File: config.mk
export PLATFORM = sky130hd
export DESIGN_NAME = dseg_seg_rules
export DESIGN_NICKNAME = d
export VERILOG_FILES = /design/src/rtl/dseg_rx_pkg.sv /design/src/rtl/dseg_seg_rules.sv
export SDC_FILE = /design/constraint.sdc
export NUM_CORES = 1
export LEC_CHECK = 0
export ABC_AREA = 1
export BUFFER_PORTS_ARGS = -buffer_cell sky130_fd_sc_hd__clkbuf_2
export CORE_AREA = 2 2 39 41
export DETAILED_ROUTE_END_ITERATION = 8
export DIE_AREA = 0 0 41 43
export SLEW_MARGIN = 10
export SYNTH_ARGS = -nofsm -noshare
export SYNTH_HDL_FRONTEND = slang
export SYNTH_SLANG_ARGS = --single-unit
File: constraint.sdc
create_clock -name vclk -period 1
set_clock_uncertainty 0.2 [all_clocks]
set_input_delay 0.05 -clock vclk [all_inputs]
set_output_delay 0.05 -clock vclk [all_outputs]
set_load 0.02 [all_outputs]
File: src/rtl/dseg_rx_pkg.sv
// Shared constants for the dual-segment receive checker.
// Assumes an eight-word beat split into two four-word halves.
package dseg_rx_pkg;
    localparam int ERR_W = 8;
    localparam int E_ORDER  = 0;
    localparam int E_PLACE  = 1;
    localparam int E_FLAG   = 2;
    localparam int E_COUNT  = 3;
    localparam int E_EOPVAL = 4;
    localparam int E_SOPDUP = 5;
    localparam int E_CONT   = 6;
    localparam int E_ORPHAN = 7;
    localparam logic [3:0] BEAT_WORDS    = 4'd8;
    localparam logic [3:0] HALF_WORDS    = 4'd4;
    localparam logic [3:0] MAX_BYTES     = 4'd8;
    localparam logic [3:0] LOW_START_CNT = 4'b0100;
    typedef logic [ERR_W-1:0] err_vec_t;
endpackage

File: src/rtl/dseg_seg_rules.sv
// Stateless per-beat checks of segment placement, flag pairing,
// word counts and the end-of-packet byte field.
// Assumes the upper count refers to the burst occupying word 7 downward.
module dseg_seg_rules
    import dseg_rx_pkg::*;
(
    input  logic       vld,
    input  logic [1:0] sob,
    input  logic [1:0] sop,
    input  logic [7:0] word_cnt,
    input  logic       eob,
    input  logic [3:0] eop_bytes,
    output logic       err_place,
    output logic       err_flag,
    output logic       err_count,
    output logic       err_eopval,
    output logic       pkt_close
);
    logic [3:0] up_cnt;
    logic [3:0] lo_cnt;
    logic       lo_fit;

    // Split the count field and evaluate every stateless rule.
    always_comb begin
        up_cnt     = word_cnt[7:4];
        lo_cnt     = word_cnt[3:0];
        lo_fit     = eob && (up_cnt != 4'd0) && (up_cnt <= HALF_WORDS)
                     && (lo_cnt == LOW_START_CNT);
        err_place  = vld && (sob[0] ? !lo_fit : (lo_cnt != 4'd0));
        err_flag   = vld && (((sop & ~sob) != 2'b00) || (sob == 2'b11));
        err_count  = vld && (eob ? ((up_cnt == 4'd0) || (up_cnt > BEAT_WORDS))
                                 : (up_cnt != BEAT_WORDS));
        err_eopval = vld && ((eop_bytes > MAX_BYTES) || (!eob && (eop_bytes != 4'd0)));
        pkt_close  = eob && (eop_bytes != 4'd0);
    end
endmodule

======== Word level (Yosys, flattened, before mapping) ========
Index checks and enable logic that the tools add are counted.
W data, S select, Z words.
word-level totals
  register bits ........................... 0
  output and inout bits ................... 5
  word-level logic and storage cells ...... 29
operators by class
  order comparisons ....................... 3
  equal/unequal tests ..................... 3
  muxes and demuxes ....................... 2
  bitwise operators ....................... 2
  reductions and logical operators ........ 19
operator list
  kind                  count
  $reduce_bool A4 Y1    3
  $logic_and A1 B1 Y1   9
  $gt A4 B4 Y1 const B  2
  $eq A4 B3 Y1 const B  1
  $le A4 B3 Y1 const B  1
  $logic_not A4 Y1      1
  $ne A4 B4 Y1 const B  1
  $logic_or A1 B1 Y1    3
  $and A2 B2 Y2         1
  $eq A2 B2 Y1 const B  1
  $logic_not A1 Y1      2
  $mux W1               2
  $not A2 Y2            1
  $reduce_bool A2 Y1    1

======== Depth between registers and ports, before layout ========
  word-level depth ........................ 7
  depth in mapped cells ................... 6
  gate-level depth less buffers ........... 6

======== Least setup slack after synthesis ========
OpenSTA, ideal clock, no wires.
  path kind ............................... input to output
  start point ............................. input port word_cnt[5]
  end point ............................... output port err_count
  arrival ................................. 751 ps
  setup slack ............................. -1 ps
  cell stages on the path ................. 3
  cells stage by stage .................... nor2_4 a21oi_1 a211oi_1
on the way
  cells in the longest elaborated chain, start to end .. 4
  elaborated cells on any way between the ends .. 6
  classes of those cells .................. 1 x order compare; 1 x eq/ne; 1 x mux; 3 x reduce/logical
RTL lines
  item                                              RTL line              RTL
  start: declaration                                dseg_seg_rules.sv:10  input logic [7:0] word_cnt,
  $gt A4 B4 Y1 or $logic_not A4 Y1 (tied branches)  dseg_seg_rules.sv:31  err_count = vld && (eob ? ((up_cnt == 4'd0) || (up_cnt > BEAT_WORDS))
  $logic_or A1 B1 Y1                                dseg_seg_rules.sv:31
  $mux W1 (*)                                       dseg_seg_rules.sv:31
  $logic_and A1 B1 Y1 (*)                           dseg_seg_rules.sv:31
  end: declaration                                  dseg_seg_rules.sv:15  output logic err_count,
Every way passes the cells marked *; elsewhere a longest branch is shown, timed or not.

======== Worst setup path in the final report ========
  start point ............................. input port eop_bytes[1]
  end point ............................... output port err_eopval
on the way
  cells in the longest elaborated chain, start to end .. 4
  elaborated cells on any way between the ends .. 5
  classes of those cells .................. 1 x order compare; 4 x reduce/logical
RTL lines
  item                                                  RTL line              RTL
  start: declaration                                    dseg_seg_rules.sv:12  input logic [3:0] eop_bytes,
  branches (longest 2 deep; another with $gt A4 B4 Y1)  -
  $logic_or A1 B1 Y1 (*)                                dseg_seg_rules.sv:33  err_eopval = vld && ((eop_bytes > MAX_BYTES) || (!eob && (eop_bytes != 4'd0)));
  $logic_and A1 B1 Y1 (*)                               dseg_seg_rules.sv:33
  end: declaration                                      dseg_seg_rules.sv:16  output logic err_eopval,
Every way passes the cells marked *.

==> impl_summary.md <==
Run status
The run finished with clean final reports.

Synth
Of the total synthesized cell area, the portion taken by XOR and XNOR cells is 0. The portion of synthesized area spent on multiplexers is 0. By area, the combinational part of the netlist is dominated by simple AND/OR/NAND/NOR gates. Of the total synthesized cell area, the portion taken by full adders, half adders and majority gates is 0. The commonest cells after synthesis are 10 x sky130_fd_sc_hd__inv_1, 8 x sky130_fd_sc_hd__nor2_1, 4 x sky130_fd_sc_hd__a21oi_1, 4 x sky130_fd_sc_hd__nand2_1.

In this run the mean area of a mapped cell was 4.51 sq um. The post-synthesis cell type count is 9. In this run the cell area of the synthesized design comes to 149 sq um. By instance count, the leading cell after synthesis is sky130_fd_sc_hd__inv_1. The portion of synthesized cell area occupied by the leading cell type is 0.252. The post-synthesis cell type with the largest combined area is sky130_fd_sc_hd__inv_1. The cell count after synthesis is 33. For this run, the number of Yosys warnings is 0. The area fraction in compound gates after synthesis is 0.218.

Of the total synthesized cell area, the portion taken by AND, OR, NAND and NOR gates is 0.529. Counting every net in the synthesized netlist gives 51. By area the synthesized netlist is led by sky130_fd_sc_hd__inv_1 25%, sky130_fd_sc_hd__nor2_1 20%, sky130_fd_sc_hd__a21oi_1 13%. The sequential element share of the synthesized area is 0.

Worst setup path
The critical path arrival is 740 ps. Walking the worst path, the cells encountered are clkbuf_2 -> nor2_1 -> nand2_1 -> or2_1 -> inv_2 -> nor3_1 -> buf_2. The worst-path maximum fanout is 2. For the worst setup path, the data required time is 750 ps. The kind of cell adding the most delay to the critical path is simple AND/OR/NAND/NOR gates. The critical path's slowest cell is sky130_fd_sc_hd__or2_1. The delay of the slowest cell on the worst path is 210 ps. The worst setup path is captured at an output pin. The worst setup path is launched from a primary input.

The startpoint-to-endpoint class of the critical path is in2out. Counting both buffers and inverters, the worst setup path holds a total of 3.

Die
The initial utilization of the core area, before any placement, comes to 0.108. The die outline width is 41 um. The die outline area is 0.00176 sq mm. Row generation in the floorplan step produced 14 rows. The number of primary I/O pins is 23. The core area is 0.00138 sq mm. The die is 43 um tall.

Timing
The post-route fraction of the period consumed by the critical path is 0.994. Setup repair after global routing could not meet its margin everywhere. The max-slew violation count is 0. Hold is met by 233 ps.

The transition time of the tightest slew-check pin is 150 ps. The number of hold violations in the final report is 0. The worst pin sits at a relative slew slack of 0.899.

Counting I/O delays and the setup requirement, the final critical path takes 994 ps. The maximum clock frequency is 1010 MHz. Setup violations remaining at the end of the flow were counted as 0.

The summed negative setup slack over all endpoints is 0 ps.

Placement
The post-detailed-placement cell area is 304 sq um. The count of buffers added on input and output ports is 23. The congestion estimate from routability-driven global placement came to 0.634. The HPWL after detailed placement is 466 um.

Pwr
The net switching power is 0.0645 mW. The total power consumption of the routed design is 0.125 mW. The register share of total power is 0.

The share of total power dissipated in combinational logic is 1.000. In this run the power density over the cells is 401 mW/mm^2. The cell-internal power is 0.0609 mW. The switching fraction of total power is 0.514. Summed over all cells, the static leakage comes to 0.204 nW. The share of total power dissipated in the clock network is 0.

VDD sags by at most 0.0909 mV.

Detailed routing
In the routed layout, each cell is associated on average with a via count of 3.59. The number of vias after detailed routing is 266. The final layout contains routed wiring with a total length of 499 um.

The detailed router finished its first iteration with 0 violations. The detailed-router iteration count before antenna repair is 1. The number of remaining DRC errors is 0.

The average detailed-routed wire length per instance is 6.74 um. The final antenna-violating net count is 0.

Run
The tool flagged a number of max-cap violations equal to 0.

Final layout
The number of antenna diodes in the final layout is 0. The net total in the final layout is 78. The sequential standard cell area is 0 sq um. The final layout contains a sequential cell count of 0. At the end of the flow the core is filled with cells to 0.226.

Summing all non-filler instances in the final layout gives an area of 313 sq um. The area growth from synthesis to layout is 110%. The clock buffer count is 0. The share of layout cells above drive strength 1 is 0.517.

GRT
The initial antenna violation count is 0. Entering global routing, the biggest net connects 5 pins. The wire length of the first global-routing pass is 759 um. The number of global-route vias before repair is 231. The global router's overall resource usage is 0.0569.

The total congestion overflow is 0.

Min path
The path class of the tightest hold or removal check is in2out.

Clocking
The number of hold buffers added after CTS was 0.
[path summary, 6_finish.rpt]
kind | end | from | cells after the start
max | err_eopval | eop_bytes[1] | 7
min | err_flag | vld | 4
[power groups by stage]
stage	Clock, mW	Combinational, mW	Sequential, mW
after global routing	0	0.140	0
after global placement	0	0.119	0
final	0	0.125	0
after floorplan	0	0.0577	0
after detailed placement	0	0.121	0
after CTS	0	0.124	0
[metrics by stage]
stage               setup slack, ps  instances
global route                  -51.2         74
finish                         5.77         74
floorplan                      38.2         33
detailed placement            -37.8         74
global placement              -29.5         74
CTS                           -10.2         74
[cells by family after synthesis]
kind of cell           after synthesis
buffers and inverters               10
AOI/OAI and AO/OA                    6
and+or+nand+nor                     17
[what timing repair did]
item | 4_1_cts | 5_1_grt
pin swaps | 1 | 1
setup endpoints to repair | 2 | 5
buffers inserted | 0 | 0
gates resized for setup | 2 | 6
[layout make-up]
class                      count  area (sq um)
fill                         168          1070
inverter                      10          37.5
multi-input combinational     23           120
tap                           16          20.0
timing repair buffer          25           135
[cell usage in the layout, fill, tap and decap left out]
cell	netlist	routed
sky130_fd_sc_hd__clkbuf_2	0	20
sky130_fd_sc_hd__inv_1	10	8
sky130_fd_sc_hd__nor2_1	8	8
sky130_fd_sc_hd__nand2_1	4	4
sky130_fd_sc_hd__buf_4	0	4
sky130_fd_sc_hd__a21oi_1	4	3
sky130_fd_sc_hd__inv_2	0	2
sky130_fd_sc_hd__or2_1	2	2
sky130_fd_sc_hd__nor3_1	2	2
sky130_fd_sc_hd__nor2_4	1	1
sky130_fd_sc_hd__a21oi_2	0	1
sky130_fd_sc_hd__o21ai_0	1	1
sky130_fd_sc_hd__a211oi_2	0	1
sky130_fd_sc_hd__buf_2	0	1
[layer usage]
metal  wire (um)  up-vias  global-route usage
li1            -      148                   -
met1         181      109              0.0570
met2         271        9               0.122
met3          46        0                   0
met4           0        0                   0
met5           0        -                   0
(Power assumes the default switching activity.)
